===== src/rtl/iso_trk_pkg.sv =====
package iso_trk_pkg;
   localparam logic [3:0] PID_DATA0 = 4'b0011;
   localparam logic [3:0] PID_DATA1 = 4'b1011;
   localparam logic [3:0] PID_DATA2 = 4'b0111;
   localparam logic [3:0] PID_MDATA = 4'b1111;

   function automatic logic is_data_pid(input logic [3:0] p);
      return (p == PID_DATA0) || (p == PID_DATA1) ||
             (p == PID_DATA2) || (p == PID_MDATA);
   endfunction
endpackage


===== src/rtl/iso_pkt_filter.sv =====
module iso_pkt_filter import iso_trk_pkg::*; #(
   parameter int BYTE_W     = 11,
   parameter int FIFO_W     = 12,
   parameter int MAX_PKT    = 1024,
   parameter bit STRICT_PID = 1'b1
) (
   input  logic              en,
   input  logic              active,
   input  logic              parity,
   input  logic              frame_odd,
   input  logic              pkt_valid,
   input  logic              tok_bad,
   input  logic [3:0]        pid,
   input  logic              crc_ok,
   input  logic [BYTE_W-1:0] byte_cnt,
   input  logic [FIFO_W-1:0] fifo_free,
   output logic              acc,
   output logic              drop,
   output logic              short_pkt
);
   localparam int CW = (FIFO_W > BYTE_W) ? FIFO_W : BYTE_W;

   initial begin
      assert (MAX_PKT < (1 << BYTE_W)) else $error("BYTE_W too narrow for MAX_PKT");
   end

   logic seen, fits, pid_ok, good;

   generate
      if (STRICT_PID) begin : g_strict
         assign pid_ok = is_data_pid(pid);
      end else begin : g_loose
         assign pid_ok = 1'b1;
      end
   endgenerate

   assign seen      = pkt_valid & en & active & (frame_odd == parity);
   assign fits      = CW'(fifo_free) >= CW'(byte_cnt);
   assign good      = ~tok_bad & crc_ok & fits & pid_ok;
   assign acc       = seen & good;
   assign drop      = seen & ~good;
   assign short_pkt = byte_cnt < BYTE_W'(MAX_PKT);
endmodule


===== src/rtl/iso_xfer_counter.sv =====
module iso_xfer_counter import iso_trk_pkg::*; #(
   parameter int SIZE_W = 13,
   parameter int PKT_W  = 2,
   parameter int BYTE_W = 11
) (
   input  logic              clk,
   input  logic              rst_n,
   input  logic              arm,
   input  logic [SIZE_W-1:0] arm_size,
   input  logic [PKT_W-1:0]  arm_pkts,
   input  logic              arm_odd,
   input  logic              acc,
   input  logic [3:0]        pid,
   input  logic [BYTE_W-1:0] byte_cnt,
   input  logic              short_pkt,
   input  logic              eof,
   output logic              en,
   output logic              active,
   output logic              parity,
   output logic [PKT_W-1:0]  rem_pkts,
   output logic [SIZE_W-1:0] rem_size,
   output logic [3:0]        last_pid,
   output logic              valid_q,
   output logic              done_set,
   output logic              incomp_set
);
   initial begin
      assert (PKT_W >= 2) else $error("PKT_W must be at least 2");
      assert (BYTE_W <= SIZE_W) else $error("BYTE_W must not exceed SIZE_W");
   end

   logic [PKT_W-1:0]  init_pkts;
   logic [PKT_W-1:0]  rem_dec;
   logic [PKT_W-1:0]  rcv;
   logic [SIZE_W-1:0] bytes_ext;
   logic [SIZE_W-1:0] size_next;
   logic              finish;
   logic              pid_match;

   assign rem_dec   = rem_pkts - 1'b1;
   assign rcv       = init_pkts - rem_dec;
   assign bytes_ext = SIZE_W'(byte_cnt);
   assign size_next = (rem_size >= bytes_ext) ? (rem_size - bytes_ext) : '0;
   assign finish    = acc & ((rem_pkts == PKT_W'(1)) | short_pkt);
   assign pid_match = ((pid == PID_DATA0) && (rcv == PKT_W'(1))) ||
                      ((pid == PID_DATA1) && (rcv == PKT_W'(2))) ||
                      ((pid == PID_DATA2) && (rcv == PKT_W'(3)));

   assign done_set   = ~arm & finish;
   assign incomp_set = ~arm & eof & active & ~finish;

   always_ff @(posedge clk or negedge rst_n) begin
      if (!rst_n) begin
         en        <= 1'b0;
         active    <= 1'b0;
         parity    <= 1'b0;
         init_pkts <= '0;
         rem_pkts  <= '0;
         rem_size  <= '0;
         last_pid  <= '0;
         valid_q   <= 1'b0;
      end else if (arm) begin
         en        <= 1'b1;
         active    <= 1'b1;
         parity    <= arm_odd;
         init_pkts <= arm_pkts;
         rem_pkts  <= arm_pkts;
         rem_size  <= arm_size;
         last_pid  <= '0;
         valid_q   <= 1'b0;
      end else begin
         if (acc) begin
            rem_pkts <= rem_dec;
            rem_size <= size_next;
            last_pid <= pid;
         end
         if (finish) begin
            en      <= 1'b0;
            active  <= 1'b0;
            valid_q <= pid_match;
         end else if (eof && active) begin
            active  <= 1'b0;
         end
      end
   end

   // each accepted packet removes exactly one from the remaining count
   a_r3_accept_steps: assert property (@(posedge clk) disable iff (!rst_n)
      acc && !arm |=> rem_pkts == PKT_W'($past(rem_pkts) - 1'b1));
   // without an accepted packet, the counts stay put
   a_r4_counts_hold: assert property (@(posedge clk) disable iff (!rst_n)
      !acc && !arm |=> $stable(rem_pkts) && $stable(rem_size) && $stable(last_pid));
   // a finishing packet leaves the endpoint disabled
   a_r6_finish_disables: assert property (@(posedge clk) disable iff (!rst_n)
      done_set |=> !en && !active);
   // a valid-data flag only exists once the endpoint has finished
   a_r7_valid_after_done: assert property (@(posedge clk) disable iff (!rst_n)
      valid_q |-> !en);
   // an incomplete transfer keeps the endpoint enabled but idle
   a_r8_incomp_keeps_en: assert property (@(posedge clk) disable iff (!rst_n)
      incomp_set |=> en && !active);
endmodule


===== src/rtl/iso_sticky_flags.sv =====
module iso_sticky_flags #(
   parameter int N = 2
) (
   input  logic         clk,
   input  logic         rst_n,
   input  logic [N-1:0] set,
   input  logic [N-1:0] clr,
   output logic [N-1:0] flag
);
   initial begin
      assert (N >= 1) else $error("N must be positive");
   end

   generate
      for (genvar i = 0; i < N; i++) begin : g_bit
         always_ff @(posedge clk or negedge rst_n) begin
            if (!rst_n)      flag[i] <= 1'b0;
            else if (set[i]) flag[i] <= 1'b1;
            else if (clr[i]) flag[i] <= 1'b0;
         end

         // a flag only moves on a set or a clear strobe
         a_r9_sticky_hold: assert property (@(posedge clk) disable iff (!rst_n)
            !set[i] && !clr[i] |=> $stable(flag[i]));
         // set wins over a simultaneous clear
         a_r9_set_wins: assert property (@(posedge clk) disable iff (!rst_n)
            set[i] |=> flag[i]);
      end
   endgenerate
endmodule


===== src/rtl/iso_out_ep_tracker.sv =====
module iso_out_ep_tracker import iso_trk_pkg::*; #(
   parameter int SIZE_W     = 13,
   parameter int PKT_W      = 2,
   parameter int BYTE_W     = 11,
   parameter int FIFO_W     = 12,
   parameter int MAX_PKT    = 1024,
   parameter bit STRICT_PID = 1'b1
) (
   input  logic              clk,
   input  logic              rst_n,
   input  logic              arm_go,
   input  logic [SIZE_W-1:0] arm_size,
   input  logic [PKT_W-1:0]  arm_pkts,
   input  logic              arm_odd,
   input  logic              frame_odd,
   input  logic              eof,
   input  logic              pkt_valid,
   input  logic              tok_bad,
   input  logic [3:0]        pid,
   input  logic              crc_ok,
   input  logic [BYTE_W-1:0] byte_cnt,
   input  logic [FIFO_W-1:0] fifo_free,
   input  logic              clr_xfrc,
   input  logic              clr_incomp,
   output logic              ep_en,
   output logic              xfer_active,
   output logic [PKT_W-1:0]  rem_pkts,
   output logic [SIZE_W-1:0] rem_size,
   output logic [3:0]        last_pid,
   output logic              pkt_accept,
   output logic              pkt_drop,
   output logic              xfrc_irq,
   output logic              incomp_irq,
   output logic              data_valid
);
   localparam int NFLAGS = 2;

   logic acc, drop, short_pkt, parity;
   logic done_set, incomp_set;
   logic [NFLAGS-1:0] flags;

   iso_pkt_filter #(
      .BYTE_W(BYTE_W), .FIFO_W(FIFO_W), .MAX_PKT(MAX_PKT), .STRICT_PID(STRICT_PID)
   ) filt_i (
      .en(ep_en), .active(xfer_active), .parity(parity), .frame_odd(frame_odd),
      .pkt_valid(pkt_valid), .tok_bad(tok_bad), .pid(pid), .crc_ok(crc_ok),
      .byte_cnt(byte_cnt), .fifo_free(fifo_free),
      .acc(acc), .drop(drop), .short_pkt(short_pkt)
   );

   iso_xfer_counter #(
      .SIZE_W(SIZE_W), .PKT_W(PKT_W), .BYTE_W(BYTE_W)
   ) cnt_i (
      .clk(clk), .rst_n(rst_n), .arm(arm_go), .arm_size(arm_size),
      .arm_pkts(arm_pkts), .arm_odd(arm_odd), .acc(acc), .pid(pid),
      .byte_cnt(byte_cnt), .short_pkt(short_pkt), .eof(eof),
      .en(ep_en), .active(xfer_active), .parity(parity),
      .rem_pkts(rem_pkts), .rem_size(rem_size), .last_pid(last_pid),
      .valid_q(data_valid), .done_set(done_set), .incomp_set(incomp_set)
   );

   iso_sticky_flags #(.N(NFLAGS)) flags_i (
      .clk(clk), .rst_n(rst_n),
      .set({incomp_set, done_set}),
      .clr({clr_incomp, clr_xfrc}),
      .flag(flags)
   );

   assign xfrc_irq   = flags[0];
   assign incomp_irq = flags[1];

   always_ff @(posedge clk or negedge rst_n) begin
      if (!rst_n) begin
         pkt_accept <= 1'b0;
         pkt_drop   <= 1'b0;
      end else begin
         pkt_accept <= acc & ~arm_go;
         pkt_drop   <= drop & ~arm_go;
      end
   end

   // a packet in the other microframe parity produces no pulse
   a_r5_other_parity_ignored: assert property (@(posedge clk) disable iff (!rst_n)
      pkt_valid && (frame_odd != parity) |=> !pkt_accept && !pkt_drop);
   // accept and drop never pulse together
   a_r4_accept_drop_exclusive: assert property (@(posedge clk) disable iff (!rst_n)
      !(pkt_accept && pkt_drop));
   // an incomplete event never comes with a completion
   a_r8_no_xfrc_on_incomp: assert property (@(posedge clk) disable iff (!rst_n)
      incomp_set |-> !done_set);
endmodule


===== config.mk =====
export PLATFORM = sky130hd
export DESIGN_NAME = iso_out_ep_tracker
export DESIGN_NICKNAME = d
export VERILOG_FILES = /design/src/rtl/iso_trk_pkg.sv /design/src/rtl/iso_pkt_filter.sv /design/src/rtl/iso_xfer_counter.sv /design/src/rtl/iso_sticky_flags.sv /design/src/rtl/iso_out_ep_tracker.sv
export SDC_FILE = /design/constraint.sdc
export NUM_CORES = 1
export LEC_CHECK = 0
export ABC_CLOCK_PERIOD_IN_PS = 3350
export BUFFER_PORTS_ARGS = -buffer_cell sky130_fd_sc_hd__buf_2
export CAP_MARGIN = 20
export CORE_MARGIN = 2
export CORE_UTILIZATION = 45
export CTS_CLUSTER_DIAMETER = 120
export DETAILED_ROUTE_END_ITERATION = 7
export PLACE_DENSITY = 0.77
export SLEW_MARGIN = 40
export SYNTH_ARGS = -nofsm -noshare
export SYNTH_HDL_FRONTEND = slang
export SYNTH_SLANG_ARGS = --single-unit

===== constraint.sdc =====
create_clock -name clk -period 3.35 [get_ports clk]
set_clock_uncertainty 0.15 [all_clocks]
set_input_delay 0.335 -clock clk [delete_from_list [all_inputs] [get_ports clk]]
set_output_delay 0.335 -clock clk [all_outputs]
set_load 0.03 [all_outputs]

==> results of run 1 <==
-- final timing paths --
kind	cells past startpoint	from	slack (ps)	end
worst min register to register	2	cnt_i.last_pid[0]	340	cnt_i.last_pid[0]
worst max-delay path	11	cnt_i.rem_size[0]	790	cnt_i.rem_size[12]
worst min-delay path	2	clr_xfrc	90	flags_i.flag[0]
min in group asynchronous	2	rst_n	470	cnt_i.rem_pkts[1]
worst max register to register	11	cnt_i.rem_size[0]	790	cnt_i.rem_size[12]
max in group asynchronous	2	rst_n	2140	cnt_i.active
-- worst max-delay path, stage by stage (launching register included) --
cell     delay (ps)
dfrtp_1         380
inv_1            90
ha_1            160
inv_1            50
fa_1            400
a21oi_1         210
o22ai_1         110
nor2_1           90
buf_4           150
o21ai_0         120
or4b_1          490
nand3_1         100
-- area by class of cell --
type	count	area (µm²)	area share (%)
timing repair buffer	81	415	14.6
tap	67	83.8	2.95
clock inverter	3	65.1	2.29
clock buffer	5	68.8	2.42
multi-input combinational	197	1390	48.8
sequential	29	726	25.6
inverter	25	93.8	3.31
-- sequential cells by signal (all words and copies together) (netlist names) --
signal,flops
cnt_i.rem_size,13
cnt_i.last_pid,4
cnt_i.init_pkts,2
cnt_i.rem_pkts,2
flags_i.flag,2
cnt_i.active,1
cnt_i.en,1
cnt_i.parity,1
cnt_i.valid_q,1
pkt_accept,1
pkt_drop,1
-- synthesized netlist by cell type, drive strengths merged (2+ instances only) --
master	instances
xnor2	8
nand2b	3
nor2	19
a21oi	11
o31a	4
ha	24
o21bai	3
a31oi	12
o31ai	2
clkbuf	5
nand3	6
and3	2
mux2i	3
or3	6
dfrtp	29
nand4b	2
nand2	19
inv	24
a31o	2
or4	2
nor3	3
and2	12
o22ai	3
a211oi	3
buf	4
xor2	2
o21ai	27
-- per-stage QoR --
stage / area (µm²) / hold slack (ps) / setup slack, ps / power (W) / instances
floorplan: 2250 / -111 / 816 / 0.000654 / 260
finish: 2840 / 92.5 / 787 / 0.00120 / 407
global placement: 2700 / 246 / 789 / 0.000758 / 398
global route: 2840 / 83.0 / 561 / 0.00127 / 407
detailed placement: 2700 / 251 / 702 / 0.000766 / 398
CTS: 2840 / 89.6 / 823 / 0.00121 / 407
-- layout by cell type, fill, tap and decap left out, types with 2 or more instances in the layout --
| cell type | count |
|---|---|
| mux2i_1 | 3 |
| nand3_1 | 6 |
| nand2_1 | 19 |
| o21bai_1 | 3 |
| clkbuf_8 | 5 |
| o31a_2 | 2 |
| or3_1 | 5 |
| buf_2 | 78 |
| xnor2_1 | 8 |
| o21ai_1 | 9 |
| nor3_1 | 3 |
| nand4b_1 | 2 |
| inv_1 | 24 |
| and2_1 | 12 |
| dfrtp_1 | 29 |
| o31ai_1 | 2 |
| a21oi_1 | 11 |
| and3_1 | 2 |
| a31oi_1 | 12 |
| o31a_1 | 2 |
| o21ai_0 | 18 |
| bufinv_16 | 2 |
| a211oi_1 | 3 |
| a31o_2 | 2 |
| nand2b_1 | 3 |
| xor2_1 | 2 |
| o22ai_1 | 3 |
| buf_4 | 2 |
| ha_1 | 24 |
| nor2_1 | 19 |
-- routing by layer --
metal  global-route usage (%)  vias up  part of all wire, %
met4                     5.56        0                  1.1
met3                     4.02        9                  4.4
met1                     27.7     1046                   43
met5                        0        -                    0
li1                         -     1092                    -
met2                     36.5       66                   51
-- report_power, final --
group          leakage (nW)  internal [W]  switching (W)
Combinational         0.986      0.000156       0.000214
Clock                0.0681      0.000295       0.000141
Sequential            0.360      0.000374      0.0000210
Total                  1.41      0.000825       0.000376
-- logic make-up after synthesis --
logic type / Yosys count
XOR/XNOR: 11
flip-flops: 29
AO/OA/AOI/OAI: 76
adder cells (fa/ha/maj): 25
AND/OR/NAND/NOR: 81
multiplexers: 4
buffers and inverters: 34
-- what timing repair did --
action	4_1_cts	5_1_grt
endpoints found under the hold margin	29	0
hold buffers	1	0
gates resized for setup	0	0
==> metrics.txt, run 1 <==
final global-route overflow total=0; Final ANT Viol Nets=0; mux contribution to synthesized area=1.83%; post-synthesis cell type with the largest combined area=dfrtp_1; nets=417; Hold Vio Cnt, Final=0; critical path required time=3420 ps; Seq/Total Area, Yosys=32.2%; Mapped Avg Cell Area=8.67 µm²; Area Overhead vs Synth=26.0%; largest family of logic cells by synthesized area=compound AO/OA/AOI/OAI gates; status=finished clean; Synth Area in Adders=14.2%; Die Outline Area=5590 µm²; Hold Crit Class=in2reg; final setup TNS=0 ps; unrepaired setup endpoints after global routing=false; Clock Sinks=29; initial core utilization=47.1%; top cell type's share of synthesized area=32.2%; die height=74.8 µm; DR vias/cell=5.44; Inserted Clock Buffers=5; post-synthesis async set-or-reset flop share=100%; I/O pins=79; crit path launch type=register; core area=4790 µm²; initial antenna violation count=0; FP Rows=25; final setup vio count=0; Mapped Cells=260; H-tree depth=2; drt drc=0; wire length of the first global-routing pass=9.11 mm; Pre-antenna DRT Iters=4; Peak supply drop=0.287 mV; final wirelength=5.88 mm; critical path arrival=2630 ps; Setup CP Type=reg2reg; Clock Pin Slew Worst Setup and Hold Paths=70 ps; clock root buffer=clkbuf_8; vias in the first global route=1987; Slew Limit Fails=0; setup bufs post-CTS=0; Synth Area in XOR/XNOR=4.89%; Synth Cell Area=2250 µm²; max_cap viols=0; drt first-iter violations=164; Least-Margin Pin Slew=676 ps; WL/cell=14.4 µm; CTS tree=yes; max frequency=0.390 GHz; fin util=59.3%; Power Density=423 nW/µm²; Clock Path Buffers=2; largest cells by area after synthesis=dfrtp_1, ha_1, o21ai_0, inv_1, a31oi_1; filler cell count=445; Skew-Pair Late Insertion Delay=280 ps; Tcrit/Tclk final=76.5%; #FFs+latches synth=29; simple logic cell fraction of the synthesized area=19.0%; Leak=1.41 nW; GRT Overall Usage=21.3%; DIE WIDTH=74.8 µm; IO buf count=78; final worst path period need=2560 ps; share of layout cells above drive strength 1=28.2%; yosys warns=0; DP HPWL=4.48 mm; Top FF cell, synth=dfrtp_1; Slew Limit Headroom=54.9%; crit end category=register; Worst Path Max Fanout=4; Post-synth EDFFs=0; largest net degree at the start of global routing=33; Synthesized Nets=338; GP Congestion=0.922; Netlist cell types=53; Compound-Gate Fraction of Synth Area=21.6%; via count=2213; diodes inserted=0
(Power assumes the default switching activity.)
==> inputs of run 2 (changes only) <==
--- a/config.mk
+++ b/config.mk
@@ -5,14 +5,15 @@
 export SDC_FILE = /design/constraint.sdc
 export NUM_CORES = 1
 export LEC_CHECK = 0
-export ABC_CLOCK_PERIOD_IN_PS = 3350
+export ABC_AREA = 1
+export ABC_CLOCK_PERIOD_IN_PS = 2500
 export BUFFER_PORTS_ARGS = -buffer_cell sky130_fd_sc_hd__buf_2
 export CAP_MARGIN = 20
 export CORE_MARGIN = 2
 export CORE_UTILIZATION = 45
 export CTS_CLUSTER_DIAMETER = 120
 export DETAILED_ROUTE_END_ITERATION = 7
-export PLACE_DENSITY = 0.77
+export PLACE_DENSITY = 0.76
 export SLEW_MARGIN = 40
 export SYNTH_ARGS = -nofsm -noshare
 export SYNTH_HDL_FRONTEND = slang
==> constraint.sdc (replaced) <==
create_clock -name clk -period 2.5 [get_ports clk]
set_clock_uncertainty 0.15 [all_clocks]
set_input_delay 0.25 -clock clk [delete_from_list [all_inputs] [get_ports clk]]
set_output_delay 0.25 -clock clk [all_outputs]
set_load 0.03 [all_outputs]
==> run 2 against run 1 <==
Cell count rose by 38%. Clock-buffer cell count increased by 3. Die area rose by 13%. Non-clock buffer count decreased by 2. Via count rose by 23%. Worst hold slack got worse by 84 ps. Sequential share of layout area is 2.2 points lower. Largest cell class unchanged. Global-route usage up 0.23 points. Highest routed layer unchanged. Register-to-register slack worse by 490 ps. First-iteration DRC count up 34%.
==> metrics.txt, run 2 <==
critical path required time=2500 ps (-920 ps); via count=2724 (+23%); GP Congestion=0.915 (-0.76%); Buf/Inv on CP=1 (-2); WL/cell=11.5 µm (-21%); Biggest register=cnt_i.rem_size; Setup CP Type=reg2reg; Inserted Clock Buffers=5 (unchanged); Pre-antenna DRT Iters=4 (unchanged); largest registers=cnt_i.rem_size (13), cnt_i.last_pid (4); diodes inserted=0 (unchanged); Top FF cell, synth=dfrtp_1; DP HPWL=5.18 mm (+16%); status=finished clean; internal power consumption=0.00103 W (+25%); clock share of power=20.0% (-16 points); DP Worst Slack=254 ps (-447 ps); Area Overhead vs Synth=20.9%; Synthesized Nets=486 (+44%); max frequency=0.454 GHz (+16%); drt first-iter violations=220 (+34%); Slew Limit Fails=0 (unchanged); wire length of the first global-routing pass=10.8 mm (+19%); slowest stage delay, CP=420 ps (-70 ps); die height=79.5 µm (+6.4%); most frequent CP cell=nand2_1; final global-route overflow total=0 (unchanged); Hold Vio Cnt, Final=0 (unchanged); H-tree depth=2 (unchanged); Leak=1.96 nW (+38%); Clock Pin Slew Worst Setup and Hold Paths=60 ps (about the same); FP Rows=27 (+8.0%); max FFs per register=13 (unchanged); Post-synth EDFFs=0 (unchanged); vias in the first global route=2516 (+27%); crit end category=register; sequential power share=31.9% (-1.0 points); largest net degree at the start of global routing=30 (-9.1%); yosys warns=0 (unchanged); share of layout cells above drive strength 1=18.8% (-9.4 points); post-synthesis async set-or-reset flop share=100% (unchanged); initial core utilization=46.6% (-0.46 points); largest cells by area after synthesis=dfrtp_1, nand2_1, ha_1, inv_1, nand3_1; Mapped Avg Cell Area=6.29 µm² (-27%); DR vias/cell=4.86 (-11%); critical path arrival=2210 ps (-420 ps); Skew-Pair Late Insertion Delay=280 ps (about the same); Netlist cell types=27 (-49%); CP Cell Sequence=ha_1, nand2_1, inv_1, nand2_1, nand2_1, a21oi_1, nand3_2, nand2_1, nor2_1, nand2_1, nand3_1; R2R depth=11 (unchanged); GRT Overall Usage=21.5% (+0.23 points); Synth Cell Area=2570 µm² (+14%); most common cell after layout, fill and taps aside=nand2_1; switching share of total power=43.6% (+12 points); final setup vio count=0 (unchanged); core area=5510 µm² (+15%); most frequent cells in the layout=nand2_1, buf_2, inv_1, nand3_1, dfrtp_1; Worst path depth=11 (unchanged); CP top delay family=simple AND/OR/NAND/NOR gates; Seq/Total Area, Yosys=28.3% (-3.9 points); Worst Slack Setup Final=297 ps (-489 ps); final wirelength=6.43 mm (+9.3%); Peak supply drop=0.368 mV (+28%); final setup TNS=0 ps (unchanged); Mapped Cells=408 (+57%); drt drc=0 (unchanged); #FFs+latches synth=29 (unchanged); top-count cell post-synth=nand2_1; Clock Path Buffers=2 (unchanged); Final ANT Viol Nets=0 (unchanged); Comb pwr share=48.1% (+17 points); max_cap viols=0 (unchanged); Hold Crit Class=in2reg; post-synthesis cell type with the largest combined area=dfrtp_1; crit path launch type=register; hold depth=2 (unchanged); unrepaired setup endpoints after global routing=false; P_sw=0.000799 W (+110%); Die Outline Area=6330 µm² (+13%); initial antenna violation count=0 (unchanged); Least-Margin Pin Slew=717 ps (+41.6 ps); final worst path period need=2200 ps (-361 ps); clock root buffer=clkbuf_8; Worst Path Max Fanout=10 (+6); fin util=56.4% (-2.9 points); top cell type's share of synthesized area=28.3% (-3.9 points); Slowest-stage cell, CP=dfrtp_1; I/O pins=79 (unchanged); IO buf count=78 (unchanged); Slew Limit Headroom=52.1% (-2.8 points); most common library cells after synthesis=nand2_1, inv_1, nand3_1, dfrtp_1, nor2_1; total power=0.00183 W (+53%); nets=566 (+36%); CTS tree=yes; Clock Sinks=29 (unchanged); DIE WIDTH=79.5 µm (+6.4%); Tcrit/Tclk final=88.1% (+12 points); Power Density=590 nW/µm² (+40%)
-- run 2: metrics by stage --
stage,hold WS [ps],instance area [µm²],cells
2_1_floorplan,-196,2570,408
3_3_place_gp,177,3010,552
3_5_place_dp,174,3010,552
4_1_cts,3.73,3100,561
5_1_grt,10.6,3100,561
6_report,8.54,3100,561
-- run 2: logic make-up (layout without fill, tap and decap cells) --
group,count (synthesis),after routing,share of synthesized area (%)
flops,29,29,28.3
buf+inv,75,156,11.4
xor+xnor,6,6,2.05
compound gates,13,13,3.22
simple gates,260,260,42.6
fa+ha+maj,25,25,12.5
-- run 2: final cells by class --
class	count	area, µm²
well taps	72	90.1
inverters	69	259
repair buffers	79	400
multi-input cells	304	1550
flip-flops and latches	29	726
clock buffers	8	80.1
fillers	572	2400
-- run 2: power by group through the flow --
stage / sequential (W) / combinational, W / clock [W]
after detailed placement: 0.000592 / 0.000871 / 0
after floorplan: 0.000680 / 0.000544 / 0
after global routing: 0.000593 / 0.00100 / 0.000392
final: 0.000585 / 0.000881 / 0.000367
after CTS: 0.000585 / 0.000877 / 0.000377
after global placement: 0.000591 / 0.000858 / 0
-- run 2: layer usage --
layer	up-vias	share of wire (%)	GRT usage, %
met5	-	0	0
met4	0	0.90	5.69
met3	6	6.4	2.83
met2	83	47	38.0
met1	1224	46	27.5
li1	1411	-	-
-- run 2: path summary, 6_finish.rpt --
check / start / end / slack, ps
worst min register to register: cnt_i.last_pid[0] / cnt_i.last_pid[0] / 320
max in group asynchronous: rst_n / cnt_i.rem_size[3] / 1380
worst max-delay path: cnt_i.rem_size[7] / cnt_i.rem_size[9] / 300
min in group asynchronous: rst_n / cnt_i.valid_q / 390
worst min-delay path: clr_incomp / flags_i.flag[1] / 9
worst max register to register: cnt_i.rem_size[7] / cnt_i.rem_size[9] / 300
-- run 2: worst register-to-register path, cell delays in order, from the launching register on --
cell and delay, ps:
dfrtp_1 420, ha_1 370, nand2_1 110, inv_1 50, nand2_1 70, nand2_1 80
a21oi_1 220, nand3_2 240, nand2_1 190, nor2_1 60, nand2_1 60, nand3_1 70
-- run 2: what timing repair did --
item | 4_1_cts | 5_1_grt
setup buffers | 0 | 0
resized for setup | 0 | 0
endpoints found under the hold margin | 29 | 0
hold buffers | 1 | 0
setup endpoints to repair | 0 | 0
